<file path="src/rtl/rc6_tx_pkg.sv">
package rc6_tx_pkg;

   localparam int HDR_BITS   = 5;
   localparam int WORD_BITS  = 16;
   localparam int NUM_SEGS   = 2 + 2 * (HDR_BITS + WORD_BITS);
   localparam int SEG_W      = 6;
   localparam int FRM_W      = WORD_BITS + 1;

   typedef enum logic [1:0] {
      SEG_LEAD_MARK,
      SEG_LEAD_SPACE,
      SEG_SINGLE,
      SEG_DOUBLE
   } seg_kind_e;

   // Segment 0/1 are the leader; after that every two segments form one bit.
   function automatic seg_kind_e seg_kind(input logic [SEG_W-1:0] seg);
      logic [SEG_W-1:0] rel;
      rel = seg - SEG_W'(2);
      if (seg == SEG_W'(0))      return SEG_LEAD_MARK;
      else if (seg == SEG_W'(1)) return SEG_LEAD_SPACE;
      else if (rel[SEG_W-1:1] == 5'd4) return SEG_DOUBLE;
      else                       return SEG_SINGLE;
   endfunction

   // frm = {toggle, addr, data}
   function automatic logic seg_level(input logic [SEG_W-1:0] seg,
                                      input logic [FRM_W-1:0] frm);
      logic [SEG_W-1:0] rel;
      logic [4:0]       bi;
      logic             bitv;
      rel = seg - SEG_W'(2);
      bi  = rel[SEG_W-1:1];
      if (seg == SEG_W'(0)) return 1'b1;
      if (seg == SEG_W'(1)) return 1'b0;
      if (bi == 5'd0)      bitv = 1'b1;
      else if (bi < 5'd4)  bitv = 1'b0;
      else if (bi == 5'd4) bitv = frm[FRM_W-1];
      else                 bitv = frm[5'd20 - bi];
      // mark-first biphase: first half carries the bit, second its inverse
      return rel[0] ? ~bitv : bitv;
   endfunction

endpackage

</file>
<file path="src/rtl/rc6_tick_gen.sv">
module rc6_tick_gen #(
   parameter int DIV = 333,
   localparam int PW = (DIV > 1) ? $clog2(DIV) : 1
) (
   input  logic          clk,
   input  logic          rst_n,
   input  logic          clr_i,
   output logic          tick_o,
   output logic [PW-1:0] phase_o
);

   logic [PW-1:0] cnt_q;

   always_ff @(posedge clk or negedge rst_n) begin
      if (!rst_n)                       cnt_q <= '0;
      else if (clr_i)                   cnt_q <= '0;
      else if (cnt_q == PW'(DIV - 1))   cnt_q <= '0;
      else                              cnt_q <= cnt_q + PW'(1);
   end

   assign tick_o  = (cnt_q == PW'(DIV - 1));
   assign phase_o = cnt_q;

endmodule

</file>
<file path="src/rtl/rc6_carrier_gate.sv">
module rc6_carrier_gate #(
   parameter int DIV    = 333,
   parameter int HIGH   = 99,
   parameter bit ENABLE = 1'b1,
   localparam int PW = (DIV > 1) ? $clog2(DIV) : 1
) (
   input  logic [PW-1:0] phase_i,
   input  logic          mark_i,
   output logic          ir_o
);

   generate
      if (ENABLE) begin : g_mod
         logic carrier;
         assign carrier = (phase_i < PW'(HIGH));
         assign ir_o    = mark_i & carrier;
      end else begin : g_base
         logic unused_phase;
         assign unused_phase = ^phase_i;
         assign ir_o         = mark_i;
      end
   endgenerate

endmodule

</file>
<file path="src/rtl/rc6_frame_seq.sv">
module rc6_frame_seq
   import rc6_tx_pkg::*;
#(
   parameter int UNIT_TICKS       = 16,
   parameter int LEAD_MARK_UNITS  = 6,
   parameter int LEAD_SPACE_UNITS = 2,
   parameter int DOUBLE_UNITS     = 2,
   localparam int MAXU = (LEAD_MARK_UNITS > LEAD_SPACE_UNITS)
                         ? ((LEAD_MARK_UNITS > DOUBLE_UNITS) ? LEAD_MARK_UNITS : DOUBLE_UNITS)
                         : ((LEAD_SPACE_UNITS > DOUBLE_UNITS) ? LEAD_SPACE_UNITS : DOUBLE_UNITS),
   localparam int UW = (MAXU > 1) ? $clog2(MAXU) : 1,
   localparam int TW = (UNIT_TICKS > 1) ? $clog2(UNIT_TICKS) : 1
) (
   input  logic             clk,
   input  logic             rst_n,
   input  logic             start_i,
   input  logic [7:0]       addr_i,
   input  logic [7:0]       data_i,
   input  logic             toggle_i,
   input  logic             tick_i,
   output logic             launch_o,
   output logic             busy_o,
   output logic             done_o,
   output logic             mark_o,
   output logic [FRM_W-1:0] frame_o
);

   logic             busy_q, done_q, mark_q;
   logic [SEG_W-1:0] seg_q;
   logic [TW-1:0]    tq;
   logic [UW-1:0]    uq;
   logic [UW-1:0]    u_last;
   logic [FRM_W-1:0] frame_q;
   logic             unit_end, seg_end, frame_end;

   always_comb begin
      case (seg_kind(seg_q))
         SEG_LEAD_MARK:  u_last = UW'(LEAD_MARK_UNITS - 1);
         SEG_LEAD_SPACE: u_last = UW'(LEAD_SPACE_UNITS - 1);
         SEG_DOUBLE:     u_last = UW'(DOUBLE_UNITS - 1);
         default:        u_last = '0;
      endcase
   end

   assign launch_o  = start_i & ~busy_q;
   assign unit_end  = tick_i && (tq == TW'(UNIT_TICKS - 1));
   assign seg_end   = unit_end && (uq == u_last);
   assign frame_end = seg_end && (seg_q == SEG_W'(NUM_SEGS - 1));

   always_ff @(posedge clk or negedge rst_n) begin
      if (!rst_n) begin
         busy_q  <= 1'b0;
         done_q  <= 1'b0;
         mark_q  <= 1'b0;
         seg_q   <= '0;
         tq      <= '0;
         uq      <= '0;
         frame_q <= '0;
      end else begin
         done_q <= 1'b0;
         if (launch_o) begin
            busy_q  <= 1'b1;
            seg_q   <= '0;
            tq      <= '0;
            uq      <= '0;
            frame_q <= {toggle_i, addr_i, data_i};
            mark_q  <= seg_level(SEG_W'(0), {toggle_i, addr_i, data_i});
         end else if (busy_q && tick_i) begin
            if (!unit_end) begin
               tq <= tq + TW'(1);
            end else begin
               tq <= '0;
               if (!seg_end) begin
                  uq <= uq + UW'(1);
               end else if (frame_end) begin
                  uq     <= '0;
                  busy_q <= 1'b0;
                  mark_q <= 1'b0;
                  done_q <= 1'b1;
               end else begin
                  uq     <= '0;
                  seg_q  <= seg_q + SEG_W'(1);
                  mark_q <= seg_level(seg_q + SEG_W'(1), frame_q);
               end
            end
         end
      end
   end

   assign busy_o  = busy_q;
   assign done_o  = done_q;
   assign mark_o  = mark_q;
   assign frame_o = frame_q;

endmodule

</file>
<file path="src/rtl/rc6m0_ir_tx.sv">
module rc6m0_ir_tx
   import rc6_tx_pkg::*;
#(
   parameter int CLK_HZ           = 12_000_000,
   parameter int CARRIER_HZ       = 36_000,
   parameter int DUTY_PCT         = 30,
   parameter int UNIT_TICKS       = 16,
   parameter int LEAD_MARK_UNITS  = 6,
   parameter int LEAD_SPACE_UNITS = 2,
   parameter int DOUBLE_UNITS     = 2,
   parameter bit CARRIER_EN       = 1'b1
) (
   input  logic       clk,
   input  logic       rst_n,
   input  logic       start_i,
   input  logic [7:0] addr_i,
   input  logic [7:0] data_i,
   input  logic       toggle_i,
   output logic       busy_o,
   output logic       done_o,
   output logic       mark_o,
   output logic       ir_o
);

   localparam int DIV  = CLK_HZ / CARRIER_HZ;
   localparam int HIGH = DIV * DUTY_PCT / 100;
   localparam int PW   = (DIV > 1) ? $clog2(DIV) : 1;

   generate
      if (DIV < 2) begin : g_bad_div
         $error("clock must be at least twice the carrier frequency");
      end
      if (HIGH < 1 || HIGH >= DIV) begin : g_bad_duty
         $error("duty cycle must give between 1 and DIV-1 high clocks");
      end
      if (UNIT_TICKS < 1 || LEAD_MARK_UNITS < 1 || LEAD_SPACE_UNITS < 1 || DOUBLE_UNITS < 1) begin : g_bad_len
         $error("all interval lengths must be at least one");
      end
   endgenerate

   logic             tick_w;
   logic             launch_w;
   logic [PW-1:0]    phase_w;
   logic [FRM_W-1:0] frame_w;

   rc6_tick_gen #(.DIV(DIV)) u_tick (
      .clk     (clk),
      .rst_n   (rst_n),
      .clr_i   (launch_w),
      .tick_o  (tick_w),
      .phase_o (phase_w)
   );

   rc6_frame_seq #(
      .UNIT_TICKS       (UNIT_TICKS),
      .LEAD_MARK_UNITS  (LEAD_MARK_UNITS),
      .LEAD_SPACE_UNITS (LEAD_SPACE_UNITS),
      .DOUBLE_UNITS     (DOUBLE_UNITS)
   ) u_seq (
      .clk      (clk),
      .rst_n    (rst_n),
      .start_i  (start_i),
      .addr_i   (addr_i),
      .data_i   (data_i),
      .toggle_i (toggle_i),
      .tick_i   (tick_w),
      .launch_o (launch_w),
      .busy_o   (busy_o),
      .done_o   (done_o),
      .mark_o   (mark_o),
      .frame_o  (frame_w)
   );

   rc6_carrier_gate #(.DIV(DIV), .HIGH(HIGH), .ENABLE(CARRIER_EN)) u_gate (
      .phase_i (phase_w),
      .mark_i  (mark_o),
      .ir_o    (ir_o)
   );

endmodule

</file>
<file path="config.mk">
export PLATFORM = sky130hd
export DESIGN_NAME = rc6m0_ir_tx
export DESIGN_NICKNAME = d
export VERILOG_FILES = /design/src/rtl/rc6_tx_pkg.sv /design/src/rtl/rc6_tick_gen.sv /design/src/rtl/rc6_carrier_gate.sv /design/src/rtl/rc6_frame_seq.sv /design/src/rtl/rc6m0_ir_tx.sv
export SDC_FILE = /design/constraint.sdc
export NUM_CORES = 1
export LEC_CHECK = 0
export ABC_AREA = 1
export BUFFER_PORTS_ARGS = -buffer_cell sky130_fd_sc_hd__buf_2
export CORE_UTILIZATION = 40
export DETAILED_ROUTE_END_ITERATION = 16
export HOLD_SLACK_MARGIN = 0.02
export PLACE_DENSITY = 0.68
export SETUP_SLACK_MARGIN = 0.02
export SYNTH_ARGS = -nofsm -noshare
export SYNTH_HDL_FRONTEND = slang
export SYNTH_SLANG_ARGS = --single-unit
</file>
<file path="constraint.sdc">
create_clock -name clk -period 2.55 [get_ports clk]
set_input_delay 0.1275 -clock clk [delete_from_list [all_inputs] [get_ports clk]]
set_output_delay 0.1275 -clock clk [all_outputs]
set_load 0.005 [all_outputs]
</file>
* Word level (Yosys, flattened, before mapping)
Index checks and enable logic that the tools add are counted.
** Operators by class
- Reduce and logical (&&, ||, !) cells :: 17
- Muxes and demuxes :: 65
- Add/subtract/negate cells :: 7
- Magnitude comparators :: 3
- Eq/ne operators :: 11
- Bitwise operators :: 4
** Operator list (count)
- $mux W1 :: 47
- $mux W6 :: 5
- $mux W9 :: 2
- $eq A6 B1 Y1 const B :: 2
- $logic_not A6 Y1 :: 2
- $mux W3 :: 4
- $mux W4 :: 3
- $sub A6 B2 Y6 const B :: 2
- $eq A5 B3 Y1 const B :: 2
- $add A9 B1 Y9 const B :: 1
- $eq A9 B9 Y1 const B :: 1
- $lt A9 B7 Y1 const B :: 1
- $reduce_and A4 Y1 :: 2
- $reduce_bool A2 Y1 :: 4
- $add A6 B1 Y6 const B :: 1
- $eq A6 B6 Y1 const B :: 1
- $lt A5 B6 Y1 const B :: 1
- $pmux W3 S2 :: 1
- $bmux W1 S5 :: 1
- $logic_not A5 Y1 :: 1
- $lt A5 B3 Y1 const B :: 1
- $sub A5 B5 Y5 const A :: 1
- $add A4 B1 Y4 const B :: 1
- $eq A4 B4 Y1 const B :: 1
- other kinds (13) :: 19
** Word-level totals
- Register bits :: 42
- Input port bits :: 20
- Output and inout port bits :: 4
- Word-level logic and storage cells :: 115

* Longest topological paths before layout
- Depth after elaboration :: 38
- Depth in mapped cells :: 23
- Depth with buffers taken out :: 23

* Hierarchy
A second synthesis with hierarchy kept.
** Second synthesis, totals
- Cell total of the unflattened synthesis :: 369
- Area, all modules :: 2602.5 sq um
** By module, submodules not included
- rc6_frame_seq :: seq. area each 825.8 sq um, area an instance 2060.7 sq um, instances 1, cells an instance 293
- rc6_tick_gen :: seq. area each 225.2 sq um, area an instance 501.7 sq um, instances 1, cells an instance 67
- rc6_carrier_gate :: seq. area each 0.0 sq um, area an instance 40.0 sq um, instances 1, cells an instance 9

* Worst setup path after synthesis
No wires, ideal clock.
- Kind :: register to register
- Start :: reg u_seq.seg_q[0]
- End :: reg u_seq.mark_q (netlist: u_seq.mark_o)
- Stages on the path, launching flop included :: 19
- Library setup time :: 0.116 ns
- Path slack :: 0.202 ns
- Path buffers :: 0
- Arrival :: 2.231 ns
- Required time :: 2.434 ns
- Path through :: dfrtp_1 inv_1 ha_1 clkinv_1 ha_1 nand3_1 nand2_1 nor2_1 nand2_1 nand3_1 nand2_1 nand2_2 nand3_2 nand2_1 nand2_1 nand3_1 nand2_1 nand2_1 nand2_1
** On the way
- Word-level cells in the longest chain between the ends :: 24
** Ends and longest elaborated chain
- from (decl) :: line rc6_frame_seq.sv:29 : logic [SEG_W-1:0] seg_q;
- from (signal assigned) :: line rc6_frame_seq.sv:82 : seg_q <= seg_q + SEG_W'(1);
- $add A6 B1 Y6 :: line rc6_frame_seq.sv:83 : mark_q <= seg_level(seg_q + SEG_W'(1), frame_q);
- $sub A6 B2 Y6 :: line rc6_tx_pkg.sv:32 : rel = seg - SEG_W'(2);
- $sub A5 B5 Y5 :: line rc6_tx_pkg.sv:39 : else bitv = frm[5'd20 - bi];
- $bmux W1 S5 :: line rc6_tx_pkg.sv:39
- $mux W1 (implied by the code) :: line rc6_tx_pkg.sv:39
- $mux W1 :: line rc6_tx_pkg.sv:38 : else if (bi == 5'd4) bitv = frm[FRM_W-1];
- $mux W1 :: line rc6_tx_pkg.sv:37 : else if (bi < 5'd4) bitv = 1'b0;
- $mux W1 (2 in series) :: line rc6_tx_pkg.sv:36 : if (bi == 5'd0) bitv = 1'b1;
- (+7 left out)
- $mux W1 :: line rc6_tx_pkg.sv:41 : return rel[0] ? ~bitv : bitv;
- $mux W1 :: line rc6_tx_pkg.sv:36
- $mux W1 :: line rc6_tx_pkg.sv:35 : if (seg == SEG_W'(1)) return 1'b0;
- $mux W1 :: line rc6_frame_seq.sv:75 : end else if (frame_end) begin
- $mux W1 :: line rc6_frame_seq.sv:73 : if (!seg_end) begin
- $mux W1 :: line rc6_frame_seq.sv:69 : if (!unit_end) begin
- $mux W1 :: line rc6_frame_seq.sv:68 : end else if (busy_q && tick_i) begin
- $mux W1 :: line rc6_frame_seq.sv:61 : if (launch_o) begin
- to (signal assigned) :: line rc6_frame_seq.sv:67 : mark_q <= seg_level(SEG_W'(0), {toggle_i, addr_i, data_i});
- to (signal assigned) :: line rc6_frame_seq.sv:83
- to (decl) :: line rc6_frame_seq.sv:28 : logic busy_q, done_q, mark_q;
Parallel ways exist; a longest one is shown, timed or not. The select of a mux whose other input is x is not followed.
A chain may end at the register's enable or synchronous reset.

* Final worst setup path
Same ends and word-level chain as after synthesis.

==> impl_results.md <==
* Antenna violations before repair at 0
* Largest net degree at the start of global routing at 43
* PortBufs at 23
* Power Dens Cells at 937.8 nW/um2
* Post-synthesis sequential element count at 42
* Post-Layout Inst Area at 3259 um2
* I/O pin cnt at 24
* Adder-cell share of the synthesized area at 5.676%
* Worst hold path type: in2reg
* Num CTS Buffers at 5
* Critical Path AT at 2.53 ns
* Share of cells above drive strength 1 at 24.39%
* Setup crit end kind: register
* Cell with the most instances after synthesis: nand2_1
* Critical-path cell list: ha_4 -> inv_1 -> nand2_2 -> nand2_4 -> ha_4 -> nand2_1 -> inv_1 -> nor2_4 -> nand2_2 -> nand2_2 -> nand2_4 -> nand3_1 -> nor2_1 -> nor2_2 -> nand3_2 -> nand3_1 -> nand3_1 -> nand2_1 -> nand2_1 -> nand2_1
* Endpoints failing setup at 0
* Placed Instances at ~460
* Post-synth EDFFs at 0
* Main synth FF type: dfrtp_1
* Wire length of the first global-routing pass at between 10000 and 15000 um
* Area leader, netlist: dfrtp_1
* Mux cell area share after synthesis at 0%
* Worst-Skew Late Latency at 0.30 ns
* Rows at 29
* Pleak at about 1.6 nW
* CTS tree: built
* Relative slew slack at ~39%
* Layout Skew at roughly 0.0050 ns
* Final WL at around 5700 um
* Clock tree root buffer cell: clkbuf_8
* Worst reg2reg path endpoint: u_seq.mark_o
* Clock Pin Slew Worst Setup and Hold Paths at ~0.08 ns
* Register area share after synthesis at approximately 40%
* H-tree Lvls at 2
* Clock sink total at 42
* Worst path max stage delay at between 0.4 and 0.5 ns
* DP Wirelength at a little over 4000 um
* Post-DRT Antenna Nets at 0
* Crit path kind: reg2reg
* Max VDD drop at between 400 and 500 uV
* Proportion of netlist area held by the largest area contributor at approximately two fifths
* Min Tclk post-route at between 2 and 2.5 ns
* Gpl congestion at just over 0.8
* Synth Area in Compound Gates at 6.575%
* Die Y at roughly 83 um
* Min-delay src: addr_i[7]
* Final Hold Viols at 0
* Post-synthesis xor/xnor area fraction at approximately 1.7%
* Worst slew pin tran at about 0.9 ns
* Per-cell routed wire length at 11.80 um
* Outcome: finished clean
* R2R setup slack at between 0.2 and 0.25 ns
* Pre-CTS WS at -0.02563 ns
* FMAX at 0.4285 GHz
* Final Max Tran Viols at 0
* Register-to-Register Path Depth at 20
* Instance count of the mapped netlist at 360
* Die width at between 80 and 90 um
* Antenna cells at 0
* Worst setup endpoint: u_seq.mark_o
* Syn Area/Cell at roughly 7.3 um2
* Max Fanout on Critical Path at 6
* Final Cycle Share at between 90% and 100%
* Iter 0 DRT Violations at 105
* DRC Markers at 0
* Fin cells at about 500
* Top post-synthesis cells by area: dfrtp_1, nand2_1, ha_1
* Maximum buffer depth of the clock tree at 2
* Fillers at just under 600
* Initial DRT Pass Iterations at 4
* Syn Nets at roughly 390
* RR Startpoint: u_seq.seg_q[0]
* Number of library cell types mapped by synthesis at 36
* Async SR Flop Fraction at 100.0%
* Dpl cell area at ~2900 um2
* Most frequent cell on the critical path: nand2_1
* Vias per cell at between 4 and 5
* CP startpoint: u_seq.seg_q[0]
* Post-Synthesis Cell Area at 2645 um2
* # nets final at roughly 440
* Post-layout util at slightly above 50%
* Maxcap violations at 0
* Critical Path Start Type: register
* Worst endpoint required time at 2.74 ns
* Post-route worst setup slack at around 0.22 ns
* Largest family of logic cells by synthesized area: simple AND/OR/NAND/NOR gates
* GRT Overall Usage at between 15 and 20%
* Slowest CP cell: dfrtp_2
* Die area at about 6900 um2
* Vias in the first global route at 2304
* Overflow left after global routing at 0
* Starting Density at between 40% and 50%
* Commonest cells post-synth: nand2_1, dfrtp_1, nor2_1
* Core Region at between 6000 and 7000 um2
* DR vias at between 2000 and 2500
* Area Growth Syn to Fin at 23.23%
* Simple-gate share of the synthesized area at approximately 40%
* YS warnings at 0
state kept, by name, indices dropped and copies added, names as in the netlist:
register and flops:
u_seq.frame_o 17, u_tick.phase_o 9, u_seq.mark_o 1, u_seq.busy_o 1, u_seq.done_o 1, u_seq.uq 3, u_seq.tq 4, u_seq.seg_q 6
layout by cell type, fill, tap and decap left out, types with 3 or more instances in the layout:
| master | netlist | layout |
|---|---|---|
| a21oi_1 | 5 | 5 |
| a31oi_1 | 3 | 3 |
| buf_2 | 2 | 23 |
| buf_4 | 1 | 15 |
| clkbuf_8 | 0 | 5 |
| clkinv_1 | 3 | 3 |
| dfrtp_1 | 42 | 38 |
| dfrtp_2 | 0 | 4 |
| dlygate4sd3_1 | 0 | 10 |
| ha_1 | 12 | 7 |
| ha_4 | 0 | 4 |
| inv_1 | 31 | 28 |
| inv_2 | 4 | 7 |
| nand2_1 | 112 | 107 |
| nand2_2 | 13 | 15 |
| nand2_4 | 2 | 5 |
| nand3_1 | 26 | 25 |
| nand3_2 | 2 | 3 |
| nand4_1 | 7 | 7 |
| nor2_1 | 37 | 34 |
| nor2_2 | 5 | 6 |
| nor2_4 | 1 | 3 |
| nor3_1 | 9 | 9 |
| nor4_1 | 3 | 3 |
| o21ai_0 | 15 | 15 |
| o21ai_1 | 6 | 6 |
| xor2_1 | 4 | 4 |
per-layer routing:
metal  wire (um)  vias to the layer above  GRT usage [%]  part of all wire [%]
met1        2668                     1111          22.37                    46
met3         162                        5          3.280                   2.8
met4          58                        0          5.799                   1.0
met2        2857                       41          30.40                    50
li1            -                     1252              -                     -
met5           0                        -              0                     0
worst max-delay path, delay by kind of cell, from the launching register on:
kind	cells	cell delay [ns]
buffers and inverters	2	0.17
DFF	1	0.49
adders and majority gates	2	0.34
and+or+nand+nor	16	1.25
cell families (layout without fill, tap and decap cells):
kind of cell	count (synthesis)	in the layout
adders and majority gates	12	12
DFF	42	42
AOI/OAI and AO/OA	32	32
xor gates and xnor gates	5	5
buffers and inverters	46	96
and+or+nand+nor	223	223
report_power, final:
group / leakage [nW] / internal [mW] / switching, mW
Sequential: 0.523 / 0.849 / 0.175
Combinational: 1.07 / 0.670 / 0.930
Clock: 0.0452 / 0.193 / 0.240
Total: 1.63 / 1.71 / 1.34
timing repair:
| item | CTS | global route |
|---|---|---|
| resized for setup | 1 | 29 |
| setup buffers | 2 | 6 |
| endpoints found under the setup margin | 1 | 1 |
| pin swaps | 0 | 9 |
| hold buffers | 10 | 0 |
| hold endpoints to repair | 51 | 0 |
area by class of cell:
type                    instances  area [um2]  share of cell area, %
flip-flops and latches         42        1056                  32.40
multi-input cells             272        1524                  46.76
inverters                      39       148.9                  4.568
well taps                      77       96.34                  2.956
clock buffers                   6       72.57                  2.226
clock inverters                 2       13.76                 0.4223
repair buffers                 49       347.8                  10.67
worst min path at each step:
stage                             end  slack [ns]  depth (start not counted)
floorplan                u_seq.busy_o       -0.17                          0
global placement    u_tick.phase_o[2]        0.32                          1
detailed placement  u_tick.phase_o[2]        0.33                          1
CTS                  u_seq.frame_o[5]        0.02                          3
global route        u_seq.frame_o[15]        0.02                          3
finish              u_seq.frame_o[15]        0.03                          3
per-stage QoR:
stage	power, mW	hold WS (ns)	setup TNS (ns)
2_1_floorplan	2.006	-0.1681	0
3_3_place_gp	2.302	0.3193	0
3_5_place_dp	2.343	0.3250	-0.02563
4_1_cts	2.814	0.02015	0
5_1_grt	3.339	0.02489	-0.008608
6_report	3.057	0.02971	0
No activity file was read; power rests on OpenSTA's default activity.
